$ cat src/rtl/rxaf_pkg.sv
package rxaf_pkg;

    localparam int RXAF_BYTE_W     = 8;
    localparam int RXAF_MAC_BYTES  = 6;
    localparam int RXAF_REG_W      = 16;
    localparam int RXAF_RADDR_W    = 4;
    localparam int RXAF_HASH_IDX_W = 6;
    localparam int RXAF_HASH_BITS  = 1 << RXAF_HASH_IDX_W;
    localparam int RXAF_CRC_W      = 32;
    localparam logic [RXAF_CRC_W-1:0] RXAF_CRC_POLY = 32'hEDB8_8320;
    localparam logic [RXAF_CRC_W-1:0] RXAF_CRC_INIT = '1;

    // configuration register bit positions
    localparam int CFG_EN        = 0;
    localparam int CFG_PROMISC   = 1;
    localparam int CFG_HASH_EN   = 2;
    localparam int CFG_REJECT    = 3;
    localparam int CFG_CRC_EN    = 4;
    localparam int CFG_ALLMULTI  = 5;
    localparam int CFG_BITS      = 6;

    typedef enum logic [2:0] {
        ST_IDLE,
        ST_DEST,
        ST_SRC,
        ST_DECIDE,
        ST_WAIT
    } hdr_state_e;

    // one byte of reflected CRC-32, least significant bit first
    function automatic logic [RXAF_CRC_W-1:0] crc_step_byte(
        input logic [RXAF_CRC_W-1:0]  c_in,
        input logic [RXAF_BYTE_W-1:0] b
    );
        logic [RXAF_CRC_W-1:0] c;
        c = c_in;
        for (int i = 0; i < RXAF_BYTE_W; i++) begin
            if (c[0] ^ b[i]) c = (c >> 1) ^ RXAF_CRC_POLY;
            else             c = c >> 1;
        end
        return c;
    endfunction

endpackage

$ cat src/rtl/rxaf_regs.sv
module rxaf_regs
    import rxaf_pkg::*;
#(
    parameter int REG_W     = RXAF_REG_W,
    parameter int RADDR_W   = RXAF_RADDR_W,
    parameter int MAC_BYTES = RXAF_MAC_BYTES,
    parameter int BYTE_W    = RXAF_BYTE_W,
    parameter int HASH_BITS = RXAF_HASH_BITS
) (
    input  logic                          clk,
    input  logic                          rst_n,
    input  logic                          wr_en,
    input  logic [RADDR_W-1:0]            addr,
    input  logic [REG_W-1:0]              wdata,
    output logic [REG_W-1:0]              rdata,
    input  logic                          hdr_busy,
    output logic [MAC_BYTES*BYTE_W-1:0]   station,
    output logic [HASH_BITS-1:0]          hash_tab,
    output logic                          rx_en_eff,
    output logic                          promisc,
    output logic                          hash_en,
    output logic                          reject_own,
    output logic                          allmulti
);

    localparam int STA_WORDS  = MAC_BYTES * BYTE_W / REG_W;
    localparam int HASH_WORDS = HASH_BITS / REG_W;
    localparam int HASH_BASE  = STA_WORDS;
    localparam int CFG_ADDR   = HASH_BASE + HASH_WORDS;

    logic [CFG_BITS-1:0] cfg_q;
    logic                en_eff_q;

    // station address words
    for (genvar k = 0; k < STA_WORDS; k++) begin : g_sta
        logic [REG_W-1:0] word_q;
        always_ff @(posedge clk) begin
            if (!rst_n)
                word_q <= '0;
            else if (wr_en && addr == RADDR_W'(k))
                word_q <= wdata;
        end
        assign station[k*REG_W +: REG_W] = word_q;
    end

    // multicast hash table words
    for (genvar k = 0; k < HASH_WORDS; k++) begin : g_hash
        logic [REG_W-1:0] word_q;
        always_ff @(posedge clk) begin
            if (!rst_n)
                word_q <= '0;
            else if (wr_en && addr == RADDR_W'(HASH_BASE + k))
                word_q <= wdata;
        end
        assign hash_tab[k*REG_W +: REG_W] = word_q;
    end

    always_ff @(posedge clk) begin
        if (!rst_n)
            cfg_q <= '0;
        else if (wr_en && addr == RADDR_W'(CFG_ADDR))
            cfg_q <= wdata[CFG_BITS-1:0];
    end

    // enable in force only moves between headers
    always_ff @(posedge clk) begin
        if (!rst_n)
            en_eff_q <= 1'b0;
        else if (!hdr_busy)
            en_eff_q <= cfg_q[CFG_EN];
    end

    assign rx_en_eff  = en_eff_q;
    assign promisc    = cfg_q[CFG_PROMISC];
    assign hash_en    = cfg_q[CFG_HASH_EN];
    assign reject_own = cfg_q[CFG_REJECT];
    assign allmulti   = cfg_q[CFG_ALLMULTI];

    always_comb begin
        rdata = '0;
        for (int k = 0; k < STA_WORDS; k++)
            if (addr == RADDR_W'(k))
                rdata = station[k*REG_W +: REG_W];
        for (int k = 0; k < HASH_WORDS; k++)
            if (addr == RADDR_W'(HASH_BASE + k))
                rdata = hash_tab[k*REG_W +: REG_W];
        if (addr == RADDR_W'(CFG_ADDR))
            rdata = REG_W'({cfg_q[CFG_BITS-1:1], en_eff_q});
    end

endmodule

$ cat src/rtl/rxaf_hash.sv
module rxaf_hash
    import rxaf_pkg::*;
#(
    parameter int CRC_W  = RXAF_CRC_W,
    parameter int BYTE_W = RXAF_BYTE_W,
    parameter int IDX_W  = RXAF_HASH_IDX_W
) (
    input  logic              clk,
    input  logic              rst_n,
    input  logic              step,
    input  logic              restart,
    input  logic [BYTE_W-1:0] byte_in,
    output logic [IDX_W-1:0]  idx
);

    logic [CRC_W-1:0] crc_q;
    logic [CRC_W-1:0] crc_base;

    assign crc_base = restart ? RXAF_CRC_INIT : crc_q;

    always_ff @(posedge clk) begin
        if (!rst_n)
            crc_q <= RXAF_CRC_INIT;
        else if (step)
            crc_q <= crc_step_byte(crc_base, byte_in);
    end

    assign idx = crc_q[CRC_W-1 -: IDX_W];

endmodule

$ cat src/rtl/rxaf_parser.sv
module rxaf_parser
    import rxaf_pkg::*;
#(
    parameter int MAC_BYTES = RXAF_MAC_BYTES,
    parameter int BYTE_W    = RXAF_BYTE_W
) (
    input  logic                        clk,
    input  logic                        rst_n,
    input  logic                        rx_valid,
    input  logic                        rx_sof,
    input  logic [BYTE_W-1:0]           rx_data,
    output logic [MAC_BYTES*BYTE_W-1:0] dest_addr,
    output logic [MAC_BYTES*BYTE_W-1:0] src_addr,
    output logic                        crc_step,
    output logic                        crc_restart,
    output logic                        hdr_busy,
    output logic                        decide
);

    localparam int HDR_BYTES = 2 * MAC_BYTES;
    localparam int HDR_W     = HDR_BYTES * BYTE_W;
    localparam int CNT_W     = $clog2(HDR_BYTES);
    localparam logic [CNT_W-1:0] DEST_LAST = CNT_W'(MAC_BYTES - 1);
    localparam logic [CNT_W-1:0] HDR_LAST  = CNT_W'(HDR_BYTES - 1);

    hdr_state_e       state_q, state_d;
    logic [CNT_W-1:0] cnt_q;
    logic [HDR_W-1:0] hdr_q;
    logic             take_sof;
    logic             in_hdr;

    assign take_sof = rx_valid && rx_sof;
    assign in_hdr   = (state_q == ST_DEST) || (state_q == ST_SRC);

    // state register
    always_ff @(posedge clk) begin
        if (!rst_n) state_q <= ST_IDLE;
        else        state_q <= state_d;
    end

    // transitions
    always_comb begin
        state_d = state_q;
        unique case (state_q)
            ST_IDLE, ST_WAIT: begin
                if (take_sof) state_d = ST_DEST;
            end
            ST_DEST: begin
                if (take_sof)                            state_d = ST_DEST;
                else if (rx_valid && cnt_q == DEST_LAST) state_d = ST_SRC;
            end
            ST_SRC: begin
                if (take_sof)                           state_d = ST_DEST;
                else if (rx_valid && cnt_q == HDR_LAST) state_d = ST_DECIDE;
            end
            ST_DECIDE: begin
                state_d = take_sof ? ST_DEST : ST_WAIT;
            end
            default: state_d = ST_IDLE;
        endcase
    end

    // header byte capture
    always_ff @(posedge clk) begin
        if (!rst_n) begin
            cnt_q <= '0;
            hdr_q <= '0;
        end else if (take_sof) begin
            cnt_q                <= CNT_W'(1);
            hdr_q[BYTE_W-1:0]    <= rx_data;
        end else if (in_hdr && rx_valid) begin
            hdr_q[cnt_q*BYTE_W +: BYTE_W] <= rx_data;
            cnt_q <= (cnt_q == HDR_LAST) ? '0 : cnt_q + CNT_W'(1);
        end
    end

    // outputs
    always_comb begin
        hdr_busy    = in_hdr;
        decide      = (state_q == ST_DECIDE);
        crc_restart = take_sof;
        crc_step    = take_sof || ((state_q == ST_DEST) && rx_valid);
    end

    assign dest_addr = hdr_q[MAC_BYTES*BYTE_W-1:0];
    assign src_addr  = hdr_q[HDR_W-1:MAC_BYTES*BYTE_W];

endmodule

$ cat src/rtl/rxaf_decide.sv
module rxaf_decide
    import rxaf_pkg::*;
#(
    parameter int ADDR_W    = RXAF_MAC_BYTES * RXAF_BYTE_W,
    parameter int HASH_BITS = RXAF_HASH_BITS,
    parameter int IDX_W     = RXAF_HASH_IDX_W
) (
    input  logic                 en_eff,
    input  logic                 promisc,
    input  logic                 hash_en,
    input  logic                 reject_own,
    input  logic                 allmulti,
    input  logic [ADDR_W-1:0]    station,
    input  logic [HASH_BITS-1:0] hash_tab,
    input  logic [ADDR_W-1:0]    dest_addr,
    input  logic [ADDR_W-1:0]    src_addr,
    input  logic [IDX_W-1:0]     hash_idx,
    output logic                 accept
);

    logic own_src, is_bcast, is_mcast, hash_hit;

    always_comb begin
        own_src  = reject_own && (src_addr == station);
        is_bcast = &dest_addr;
        is_mcast = dest_addr[0];
        hash_hit = hash_tab[hash_idx];

        if (!en_eff || own_src)  accept = 1'b0;
        else if (promisc)        accept = 1'b1;
        else if (is_bcast)       accept = 1'b1;
        else if (is_mcast)       accept = hash_en && (allmulti || hash_hit);
        else                     accept = (dest_addr == station);
    end

endmodule

$ cat src/rtl/rxaf_filter.sv
module rxaf_filter
    import rxaf_pkg::*;
(
    input  logic        clk,
    input  logic        rst_n,
    input  logic        rx_valid,
    input  logic        rx_sof,
    input  logic [7:0]  rx_data,
    input  logic        reg_wr,
    input  logic [3:0]  reg_addr,
    input  logic [15:0] reg_wdata,
    output logic [15:0] reg_rdata,
    output logic        frame_decided,
    output logic        frame_accept
);

    localparam int ADDR_W = RXAF_MAC_BYTES * RXAF_BYTE_W;

    logic [ADDR_W-1:0]         station, dest_addr, src_addr;
    logic [RXAF_HASH_BITS-1:0] hash_tab;
    logic [RXAF_HASH_IDX_W-1:0] hash_idx;
    logic rx_en_eff, promisc, hash_en, reject_own, allmulti;
    logic hdr_busy, crc_step, crc_restart, decide;

    rxaf_regs u_regs (
        .clk        (clk),
        .rst_n      (rst_n),
        .wr_en      (reg_wr),
        .addr       (reg_addr),
        .wdata      (reg_wdata),
        .rdata      (reg_rdata),
        .hdr_busy   (hdr_busy),
        .station    (station),
        .hash_tab   (hash_tab),
        .rx_en_eff  (rx_en_eff),
        .promisc    (promisc),
        .hash_en    (hash_en),
        .reject_own (reject_own),
        .allmulti   (allmulti)
    );

    rxaf_parser u_parser (
        .clk         (clk),
        .rst_n       (rst_n),
        .rx_valid    (rx_valid),
        .rx_sof      (rx_sof),
        .rx_data     (rx_data),
        .dest_addr   (dest_addr),
        .src_addr    (src_addr),
        .crc_step    (crc_step),
        .crc_restart (crc_restart),
        .hdr_busy    (hdr_busy),
        .decide      (decide)
    );

    rxaf_hash u_hash (
        .clk     (clk),
        .rst_n   (rst_n),
        .step    (crc_step),
        .restart (crc_restart),
        .byte_in (rx_data),
        .idx     (hash_idx)
    );

    rxaf_decide u_decide (
        .en_eff     (rx_en_eff),
        .promisc    (promisc),
        .hash_en    (hash_en),
        .reject_own (reject_own),
        .allmulti   (allmulti),
        .station    (station),
        .hash_tab   (hash_tab),
        .dest_addr  (dest_addr),
        .src_addr   (src_addr),
        .hash_idx   (hash_idx),
        .accept     (frame_accept)
    );

    assign frame_decided = decide;

endmodule

$ cat config.mk
export PLATFORM = sky130hd
export DESIGN_NAME = rxaf_filter
export DESIGN_NICKNAME = d
export VERILOG_FILES = /design/src/rtl/rxaf_pkg.sv /design/src/rtl/rxaf_regs.sv /design/src/rtl/rxaf_hash.sv /design/src/rtl/rxaf_parser.sv /design/src/rtl/rxaf_decide.sv /design/src/rtl/rxaf_filter.sv
export SDC_FILE = /design/constraint.sdc
export NUM_CORES = 1
export LEC_CHECK = 0
export ABC_AREA = 1
export BUFFER_PORTS_ARGS = -buffer_cell sky130_fd_sc_hd__buf_4
export CAP_MARGIN = 20
export CORE_ASPECT_RATIO = 0.8
export CORE_MARGIN = 2
export CORE_UTILIZATION = 50
export CTS_BUF_LIST = sky130_fd_sc_hd__clkbuf_4 sky130_fd_sc_hd__clkbuf_8 sky130_fd_sc_hd__clkbuf_16
export CTS_CLUSTER_SIZE = 20
export DETAILED_ROUTE_END_ITERATION = 8
export PLACE_DENSITY = 0.66
export SYNTH_ARGS = -nofsm -noshare
export SYNTH_HDL_FRONTEND = slang
export SYNTH_HIERARCHICAL = 1
export SYNTH_SLANG_ARGS = --single-unit
export TNS_END_PERCENT = 5
$ cat constraint.sdc
create_clock -name clk -period 3.1 [get_ports clk]
set_clock_uncertainty 0.1 [all_clocks]
set_input_delay 0.465 -clock clk [delete_from_list [all_inputs] [get_ports clk]]
set_output_delay 0.465 -clock clk [all_outputs]
set_load 0.01 [all_outputs]
Word level (Yosys, flattened, before mapping)
Index checks and enable logic that the tools add are counted. W data, S select, Z words.

Register bits after elaboration: 254. Bits of input ports: 33. Logic and storage cells: 134.

$add $sub $neg: 2. $lt $le $gt $ge: 1. Equality and inequality tests: 18. Shift operators: 2. Muxes and demuxes: 50. Bitwise operators: 18. Reductions and logical operators: 28.

Operators with widths (count): $mux W32 (23); $mux W16 (8); $not A13 Y14 (8); $bwmux W96 (1); $eq A48 B48 Y1 (2); $shift A8 B34 Y96 const A (1); $shiftx A8 B34 Y96 (1); $reduce_and A48 Y1 (1); $neg A7 Y34 (1); $eq A4 B3 Y1 const B (5); $mux W3 (6); $mux W8 (2); $logic_and A1 B1 Y1 (15); $pmux W3 S4 (1); $eq A4 B2 Y1 const B (2); $xor A1 B1 Y1 (8); $lt A6 B7 Y1 const B (1); $mux W1 (7); $bmux W1 S6 (1); $eq A3 B2 Y1 const B (2); $ne A3 B2 Y1 const B (2); $add A4 B1 Y4 const B (1); $eq A4 B1 Y1 const B (1); $eq A4 B4 Y1 const B (1); other kinds (13) (18).

Depth between registers and ports, before layout
Gate-level depths: netlist of run 1.

Word-level depth: 32. Gate-level depth with buffers: 15. Gate-level depth less buffers: 15.

Modules after synthesis
The synthesis of run 1 kept the hierarchy.

Modules (own cells, without submodules): rxaf_regs (instances 1, cells each 762, area each 5293.8 um^2, sequential area each 2382.3 um^2); rxaf_parser (instances 1, cells each 719, area each 4763.3 um^2, sequential area each 2062.0 um^2); rxaf_hash (instances 1, cells each 370, area each 2369.8 um^2, sequential area each 640.6 um^2); rxaf_decide (instances 1, cells each 428, area each 2189.6 um^2, sequential area each 0.0 um^2).

Least setup slack after synthesis of run 1
OpenSTA, ideal clock, no wires.

Path kind: reg-to-reg. Start point: register u_parser.cnt_q[0]. End point: register u_parser.hdr_q[92]. Library setup time: 116 ps. Arrival time: 2170 ps. Required time: 2884 ps. Slack: 714 ps. Cell stages (with the launch flop): 10. Clock period less this slack: 2386 ps. Cell sequence: dfxtp_1 inv_1 clkbuf_1 ha_1 xnor2_2 nand2_2 nor3_4 inv_2 o21ai_0 nor2_1.

Longest elaborated chain between the ends: 3. Elaborated cells on any way between the ends: 4.

RTL lines: start: declaration (line rxaf_parser.sv:27) `logic [CNT_W-1:0] cnt_q;`; start signal: assignment (line rxaf_parser.sv:73) `cnt_q <= (cnt_q == HDR_LAST) ? '0 : cnt_q + CNT_W'(1);`; $neg A7 Y34 (*) (line rxaf_parser.sv:72) `hdr_q[cnt_q*BYTE_W +: BYTE_W] <= rx_data;`; $shiftx A8 B34 Y96 / $shift A8 B34 Y96 (equally long branches) (line rxaf_parser.sv:72); $bwmux W96 (*) (line rxaf_parser.sv:72); end signal: indexed assignment (line rxaf_parser.sv:70) `hdr_q[BYTE_W-1:0] <= rx_data;`; end signal: indexed assignment (line rxaf_parser.sv:72); end: declaration (line rxaf_parser.sv:28) `logic [HDR_W-1:0] hdr_q;`.

Mark *: on every way between the ends. The rest lies on a longest branch, timed or not. A chain may end at the register's enable or synchronous reset.

Worst setup path in the final report of run 1
Start point: register u_regs.g_sta[1].word_q[8]. End point: output port frame_accept.

Longest elaborated chain between the ends: 5. Elaborated cells on any way between the ends: 8.

RTL lines: start: declaration (line rxaf_regs.sv:36) `logic [REG_W-1:0] word_q;`; start signal: assignment (line rxaf_regs.sv:41) `word_q <= wdata;`; $eq A48 B48 Y1 (line rxaf_decide.sv:33) `else accept = (dest_addr == station);`; $mux W1 (line rxaf_decide.sv:32) `else if (is_mcast) accept = hash_en && (allmulti || hash_hit);`; $mux W1 (line rxaf_decide.sv:31) `else if (is_bcast) accept = 1'b1;`; $mux W1 (line rxaf_decide.sv:30) `else if (promisc) accept = 1'b1;`; $mux W1 (*) (line rxaf_decide.sv:29) `if (!en_eff || own_src) accept = 1'b0;`; end: declaration (line rxaf_filter.sv:14) `output logic frame_accept`.

Marked as above.

==> results of run 1 <==
-- cells by family (layout without fill, tap and decap cells) --
family,Yosys count,count (layout),share of synthesized area [%]
buffers and inverters,389,415,11.3
DFF,254,254,34.8
adders and majority gates,5,5,0.428
and+or+nand+nor,1198,1198,35.9
xor gates and xnor gates,77,77,4.95
AOI/OAI and AO/OA,356,356,12.7
-- layer usage --
layer	wire, um	track usage, %
met4	1400	8.14
met2	20700	48.7
met5	0	0
met1	22300	46.7
met3	5470	8.16
-- flip-flops by register name, indices dropped and copies added, names as in the netlist --
signal / count
u_parser/cnt_q: 4
u_regs/g_hash.word_q: 64
u_parser/state_q: 3
u_regs/g_sta.word_q: 48
u_hash/crc_q: 32
u_regs/rx_en_eff: 1
u_regs/cfg_q: 6
u_parser/hdr_q: 96
-- worst paths after layout --
kind,depth (start not counted),startpoint,to,slack [ps]
setup / recovery,10,u_regs/g_sta[1].word_q[8]$_SDFFE_PN0P_,frame_accept,10
hold / removal,3,rx_data[4],u_parser/hdr_q[4]$_SDFFE_PN0P_,130
setup reg to reg,8,u_parser/cnt_q[0]$_SDFFE_PN0P_,u_parser/hdr_q[36]$_SDFFE_PN0P_,520
hold reg to reg,2,u_hash/crc_q[17]$_SDFFE_PN1P_,u_hash/crc_q[17]$_SDFFE_PN1P_,370
-- cell usage in the layout (no fill, tap or decap), types with 4 or more instances in the layout --
cell type / n
nand2_1: 544
inv_1: 270
nor2_1: 265
dfxtp_1: 252
nand3_1: 247
a21oi_1: 179
o21ai_0: 144
buf_4: 81
nand4_1: 46
xor2_1: 40
xnor2_1: 32
clkbuf_16: 27
nand2_2: 25
nor3_1: 18
o22ai_1: 11
nor2_2: 10
or2_2: 9
nand3b_1: 8
o211ai_1: 8
inv_2: 8
clkbuf_8: 6
nor4_1: 6
clkbuf_4: 5
clkinv_2: 5
ha_1: 5
bufinv_16: 4
nor3_4: 4
-- worst max-delay path, cell delays in order (launching register included) --
cell     delay (ps)
dfxtp_1         540
o21ai_0         160
inv_1            70
nand3_1          70
nor3_1          360
nand3_1         220
nor2_1          130
nand2_1         120
nand2_1         100
a21oi_2          50
buf_4           160
-- per-stage QoR --
stage / power (mW) / utilization (%)
global placement: 4.97 / 53.2
floorplan: 4.58 / -
global route: 8.84 / 56.7
finish: 8.50 / 56.7
CTS: 8.50 / 56.6
detailed placement: 4.99 / 53.2
-- cell type report --
type	instances	area (um^2)
timing repair buffer	83	648
fill	2886	12300
multi-input combinational	1636	7900
sequential	254	5090
inverter	282	1070
clock buffer	38	796
tap	370	463
clock inverter	12	169
-- power by group through the flow --
| stage | registers, mW | logic, mW | clock network (mW) |
|---|---|---|---|
| detailed placement | 3.54 | 1.46 | 0 |
| floorplan | 3.50 | 1.09 | 0 |
| CTS | 3.46 | 1.47 | 3.58 |
| global placement | 3.53 | 1.44 | 0 |
| global route | 3.48 | 1.66 | 3.71 |
| finish | 3.47 | 1.50 | 3.54 |
==> summary.txt, run 1 <==
DR vias - 14900
Cell Count, Final, Fillers Out - 2675
Pleak - 6.85 nW
Yosys top cell area share - 34.8%
Placer Congestion - 0.996
Net Sw Frac - 29.9%
CP endpoint kind - primary output
clk buf depth - 3
starting density of the core - 51.3%
worst hold path class - input port to flip-flop
period utilisation layout - 99.6%
sequential power share - 40.8%
pre-CTS setup slack - 450 ps
Crit Path Max Fanout - 5
Finished Cell Area - 16100 um^2
Post-Place Cell Area - 15200 um^2
VDD IR-drop max - 466 uV
Die W - 195 um
ANT cells - 0
Setup CP Type - flip-flop to primary output
number of synthesized flops with an enable pin - 0
GRT Util Overall - 32.5%
grt total ovfl - 0
Netlist Area Pre-Place - 14600 um^2
Worst-Margin Slew - 1000 ps
Final Max Tran Viols - 0
vias in the first global route - 13400
CTS tree - yes
Clock power frac - 41.6%
WL/cell - 18.6 um
outcome - finished, final reports clean
top cells by area, synth - dfxtp_1 35%, nand2_1 14%, nand3_1 8.5%
cells after synthesis - 2279
Synth warnings - 6
CTS root buffer - clkbuf_16
list of most frequent post-synthesis cells - 544 x nand2_1, 270 x inv_1, 267 x nor2_1, 254 x dfxtp_1, 247 x nand3_1
max_slew headroom - 33.2%
number of buffers created by CTS - 27
Yosys top cell by area - dfxtp_1
Final Setup Violations - 0
count leader, synth - nand2_1
max-cap violations - 0
Residual DRC - 0
clk sinks - 254
# hold bufs at CTS - 0
HPWL after detailed placement - 36600 um
DRT antenna net count - 0
#FFs+latches synth - 254
P_sw - 2.54 mW
Placed Instances - 2625
ys async rst share - 0%
Internal - 5.96 mW
synth unique cells - 50
worst setup margin - 11.4 ps
Seq/Total Area, Yosys - 34.8%
PostCTS Resize Cnt - 0
Final min period - 3090 ps
Comb power frac - 17.6%
hold_ws - 135 ps
Final Net Count - 2322
Mapped Nets - 2317
postcts setup bufs - 0
P per Cell Area - 527 nW/um^2
first-pass GRT wire length - 77200 um
DR iter-0 viols - 1727
Hold Vio Cnt, Final - 0
WP data required - 2530 ps
setup TNS - 0 ps
initial antenna violation count - 0
H-tree depth - 1
Worst-path clk slew - 60 ps
Fmax - 324 MHz
1st-pass router iterations - 6
crit start category - flip-flop
Die Y - 157 um
largest net degree at the start of global routing - 61
total wire length - 49900 um
fraction of layout cells with a size suffix above 1 - 9.24%
prevailing post-synth register cell - dfxtp_1
Arr. time, crit path - 2520 ps
number of port buffers - 50
area grow syn2layout - 10.4%
routed vias/inst - 5.57
die area - 30600 um^2
core area - 28500 um^2
Core Rows - 55
Top Ports - 51
Post-Syn Area per Cell - 6.41 um^2
Clock Latency Late Sink - 560 ps
RSZ-0062 raised after global routing - no
Power figures use the tool's default switching activity.
==> run 2: changes to the inputs <==
BUFFER_PORTS_ARGS = -buffer_cell sky130_fd_sc_hd__buf_2   (was -buffer_cell sky130_fd_sc_hd__buf_4)
SETUP_SLACK_MARGIN = 0.02   (was unset)
==> run 2 against run 1 <==
Against the previous run:
- flip-flop and latch count unchanged
- combinational power is essentially flat
- register-to-register slack worse by 100 ps
- non-clock buffer count increased by 4
- cell count rose by 0.15%
- via count up 1.4%
- total power grew 2.3%
- sequential power about the same
- largest cell class unchanged
==> summary.txt, run 2 (synthesis results as in run 1) <==
outcome - finished, final reports clean
Die Y - 157 um
Die W - 195 um
Hold Vio Cnt, Final - 0
H-tree depth - 1
routed vias/inst - 5.64
Clock Latency Late Sink - 570 ps
WP data required - 2530 ps
Pleak - 6.86 nW
ANT cells - 0
largest net degree at the start of global routing - 58
register name with the most flops - u_parser/hdr_q
commonest non-fill, non-tap cell in the layout - nand2_1
Largest regs - u_parser/hdr_q: 96 flops, u_regs/g_hash.word_q: 64 flops, u_regs/g_sta.word_q: 48 flops
VDD IR-drop max - 449 uV
P per Cell Area - 540 nW/um^2
commonest cells after routing, fill and taps aside - 544 x nand2_1, 269 x inv_1, 264 x nor2_1, 253 x dfxtp_1, 247 x nand3_1
die area - 30600 um^2
PostCTS Resize Cnt - 0
max-cap violations - 0
Placer Congestion - 0.962
number of port buffers - 50
critical-path cell list - xor2_1 > nor4_1 > nand3_1 > nor2_1 > nand2_1 > nand2_1 > a21oi_2 > buf_2
CP endpoint kind - primary output
fraction of layout cells with a size suffix above 1 - 9.40%
WL/cell - 19.3 um
Final Net Count - 2327
worst reg2reg path startpoint - u_parser/cnt_q[0]$_SDFFE_PN0P_
worst setup margin - 79.1 ps
Crit-path slowest cell - nor4_1
Tot Pwr - 8.69 mW
CP startpoint - u_regs/g_sta[0].word_q[9]$_SDFFE_PN0P_
clk buf depth - 3
Arr. time, crit path - 2460 ps
Residual DRC - 0
Final min period - 3020 ps
HPWL after detailed placement - 37600 um
setup TNS - 0 ps
vias in the first global route - 13400
Final Setup Violations - 0
clk sinks - 254
total wire length - 51600 um
Post-Place Cell Area - 15100 um^2
RSZ-0062 raised after global routing - no
DRT antenna net count - 0
number of buffers created by CTS - 28
Final Max Tran Viols - 0
DR iter-0 viols - 1865
Worst-path clk slew - 60 ps
worst hold path class - input port to flip-flop
crit start category - flip-flop
CP max stage delay - 580 ps
Setup CP Type - flip-flop to primary output
Layout Utilization - 56.5%
max_slew headroom - 49.8%
grt total ovfl - 0
most used cell, CP - nand2_1
Top Ports - 51
Worst-Margin Slew - 751 ps
Finished Cell Area - 16100 um^2
Core Rows - 55
area grow syn2layout - 10.1%
1st-pass router iterations - 8
GRT Util Overall - 33.4%
# hold bufs at CTS - 0
pre-CTS setup slack - 382 ps
initial antenna violation count - 0
period utilisation layout - 97.4%
postcts setup bufs - 0
CTS tree - yes
Crit Path Max Fanout - 5
core area - 28500 um^2
first-pass GRT wire length - 78900 um
hold path start - rx_data[6]
DR vias - 15100
starting density of the core - 51.3%
Fmax - 331 MHz
max reg flops - 96
CTS root buffer - clkbuf_16
## run 2: layout make-up
class | count | area (um^2)
inverter | 282 | 1070
timing repair buffer | 87 | 543
multi-input combinational | 1636 | 7900
clock buffer | 41 | 872
tap | 370 | 463
clock inverter | 9 | 151
sequential | 254 | 5090
fill | 2851 | 12400
## run 2: worst max-delay path, delay by kind of cell (launching register included)
kind                   cells  cell delay [ps]
flip-flops                 1              530
XOR/XNOR                   1              120
AO/OA/AOI/OAI              1               50
AND/OR/NAND/NOR            5             1040
buffers and inverters      1              150
## run 2: per-layer routing
layer	GRT usage [%]	wire length [um]	part of all wire [%]	vias to the layer above
met5	0	0	0	-
met4	7.16	941	1.8	0
met3	5.19	5310	10	69
met2	50.3	21900	42	725
met1	50.1	23400	45	6992
li1	-	-	-	7313
## run 2: metrics by stage
step / cells / hold slack (ps)
after floorplan: 2279 / 333
after detailed placement: 2629 / 355
after global placement: 2629 / 342
after global routing: 2679 / 150
after CTS: 2679 / 124
final: 2679 / 135
## run 2: worst paths after layout
| kind | slack, ps | cells after the start | endpoint |
|---|---|---|---|
| max | 80 | 8 | frame_accept |
| min | 130 | 3 | u_parser/hdr_q[6]$_SDFFE_PN0P_ |
| max reg2reg | 420 | 8 | u_parser/hdr_q[26]$_SDFFE_PN0P_ |
| min reg2reg | 360 | 2 | u_hash/crc_q[10]$_SDFFE_PN1P_ |
## run 2: power breakdown
group	total [mW]	internal, mW	switching (mW)
Sequential	3.47	3.36	0.107
Clock	3.74	2.27	1.47
Combinational	1.48	0.457	1.03
==> run 3: changes to the inputs <==
ABC_AREA = unset   (was 1)
PLACE_DENSITY = 0.67   (was 0.66)
==> run 3 against run 2 <==
Against the previous run:
- the run now ends with setup timing left
- global-route usage is 1.6 points lower
- clock-buffer cell count is 8 lower
- highest routed layer unchanged
- worst setup slack worse by 270 ps
- largest cell class unchanged
- flip-flop and latch count stayed put
- largest power group is now sequential cells
- register-to-register slack worse by 150 ps
- via count is 15% lower
==> summary.txt, run 3 <==
outcome - finished with violations
failing checks - setup timing
Clock power frac - 41.2%
VDD IR-drop max - 471 uV
synth unique cells - 89
DRT antenna net count - 0
ys async rst share - 0%
critical-path cell list - buf_12 > mux4_2 > a22oi_2 > a311oi_1 > a21oi_1 > a41oi_2 > o211a_1 > buf_6
CTS root buffer - clkbuf_16
# hold bufs at CTS - 0
Post-Syn Area per Cell - 8.39 um^2
WL/cell - 22.8 um
Post-Place Cell Area - 15100 um^2
Core Rows - 55
CTS tree - yes
Crit Path Max Fanout - 7
Seq/Total Area, Yosys - 35.0%
DR vias - 12900
P per Cell Area - 525 nW/um^2
Worst-Margin Slew - 880 ps
CP endpoint kind - primary output
Worst-path clk slew - 60 ps
crit start category - flip-flop
GRT Util Overall - 31.8%
die area - 30400 um^2
fraction of layout cells with a size suffix above 1 - 13.1%
HPWL after detailed placement - 36000 um
clk sinks - 254
cells after synthesis - 1730
Final Setup Violations - 1
WP data required - 2530 ps
Final Net Count - 1788
DR iter-0 viols - 1732
Net Sw Frac - 28.6%
Hold Vio Cnt, Final - 0
Arr. time, crit path - 2730 ps
starting density of the core - 51.1%
routed vias/inst - 6.01
Final Max Tran Viols - 0
max_slew headroom - 41.2%
register name with the most flops - u_parser/hdr_q
clk buf depth - 3
worst setup margin - -193 ps
initial antenna violation count - 0
Clock Latency Late Sink - 560 ps
Netlist Area Pre-Place - 14500 um^2
Final min period - 3290 ps
Largest regs - u_parser/hdr_q: 96 flops, u_regs/g_hash.word_q: 64 flops, u_regs/g_sta.word_q: 48 flops
Finished Cell Area - 16100 um^2
period utilisation layout - 106%
vias in the first global route - 11800
hold_ws - 116 ps
P_sw - 2.42 mW
total wire length - 48900 um
Pleak - 5.98 nW
Die Y - 156 um
max-cap violations - 0
count leader, synth - nand2_1
Die W - 194 um
number of buffers created by CTS - 27
worst hold path class - input port to flip-flop
prevailing post-synth register cell - dfxtp_1
commonest cells after routing, fill and taps aside - 421 x nand2_1, 251 x dfxtp_1, 132 x mux2i_1, 98 x a21boi_0, 90 x xnor2_1
number of port buffers - 50
sequential power share - 41.3%
Placer Congestion - 1.03
Synth warnings - 6
Top Ports - 51
Top Layer Used - met4
number of synthesized flops with an enable pin - 0
CP max stage delay - 560 ps
core area - 28400 um^2
ANT cells - 0
Residual DRC - 0
#FFs+latches synth - 254
Setup CP Type - flip-flop to primary output
list of most frequent post-synthesis cells - 421 x nand2_1, 254 x dfxtp_1, 132 x mux2i_1, 98 x a21boi_0, 90 x xnor2_1
Fillers - 2626
Mapped Nets - 1768
largest net degree at the start of global routing - 158
Comb power frac - 17.6%
commonest non-fill, non-tap cell in the layout - nand2_1
DR WL met3 - 5860 um
Yosys top cell area share - 35.0%
Fmax - 304 MHz
Met1 Wirelength - 22500 um
first-pass GRT wire length - 73600 um
RSZ-0062 raised after global routing - yes
area grow syn2layout - 10.9%
Internal - 6.03 mW
top cells by area, synth - dfxtp_1 35%, nand2_1 11%, mux2i_1 9.1%
H-tree depth - 1
Yosys top cell by area - dfxtp_1
max reg flops - 96
met2 WL - 19500 um
Crit-path slowest cell - mux4_2
1st-pass router iterations - 8
Layout Utilization - 56.6%
grt total ovfl - 0
-- run 3: cell types whose count changed after synthesis, sizes merged, moves of 113 or more --
cell / before / now
a21oi: 180 / 22
nand3: 249 / 46
mux2i: 0 / 132
a21boi: 1 / 114
inv: 280 / 33
nor2: 279 / 92
nand2: 572 / 424
-- run 3: logic make-up after synthesis --
kind of cell | synth area share, %
buf+inv | 5.43
mux | 11.9
fa+ha+maj | 0.431
flops | 35.0
xor+xnor | 11.3
simple gates | 21.8
compound gates | 14.1
-- run 3: repair_timing --
item / in CTS / in global routing
cloned: 1 / 0
pin swaps: 6 / 1
setup buffers: 4 / 0
resized for setup: 17 / 3
setup endpoints to repair: 1 / 1
-- run 3: worst max-delay path: cells and delay by family, from the launching register on --
| kind | cells | cell delay (ps) |
|---|---|---|
| compound gates | 5 | 940 |
| mux | 1 | 560 |
| flops | 1 | 370 |
| buf+inv | 2 | 280 |
-- run 3: final timing paths --
check | startpoint | endpoint | slack [ps] | depth (start not counted)
max reg2reg | u_parser/cnt_q[0]$_SDFFE_PN0P_ | u_parser/hdr_q[87]$_SDFFE_PN0P_ | 270 | 6
max | u_hash/crc_q[26]$_SDFFE_PN1P_ | frame_accept | -190 | 8
min | rst_n | u_hash/crc_q[9]$_SDFFE_PN1P_ | 120 | 2
min reg2reg | u_parser/hdr_q[53]$_SDFFE_PN0P_ | u_parser/hdr_q[53]$_SDFFE_PN0P_ | 370 | 2
-- run 3: through the flow --
step           instances  setup WS (ps)  setup TNS [ps]  power (mW)
2_1_floorplan       1730            622               0        4.62
3_3_place_gp        2086            341               0        4.94
3_5_place_dp        2086            296               0        4.96
4_1_cts             2140           -161            -161        8.45
5_1_grt             2140           -212            -212        8.74
6_report            2140           -193            -193        8.45
-- run 3: cell type report --
| class | count | area (um^2) | area share, % |
|---|---|---|---|
| clock buffers | 33 | 746 | 4.63 |
| clock inverters | 16 | 196 | 1.22 |
| inverters | 33 | 124 | 0.770 |
| multi-input cells | 1319 | 8640 | 53.7 |
| flip-flops and latches | 254 | 5090 | 31.6 |
| well taps | 370 | 463 | 2.88 |
| repair buffers | 115 | 837 | 5.20 |
-- run 3: power by group through the flow --
| stage | combinational [mW] | sequential [mW] | clock (mW) |
|---|---|---|---|
| finish | 1.48 | 3.49 | 3.48 |
| global route | 1.60 | 3.49 | 3.64 |
| CTS | 1.46 | 3.48 | 3.51 |
| detailed placement | 1.41 | 3.55 | 0 |
| global placement | 1.39 | 3.55 | 0 |
| floorplan | 1.15 | 3.47 | 0 |
-- run 3: metal layers --
metal / vias to the layer above / track usage [%]
met2: 680 / 43.8
met1: 6154 / 48.8
li1: 5938 / -
met3: 82 / 8.04
met4: 0 / 7.03
met5: - / 0
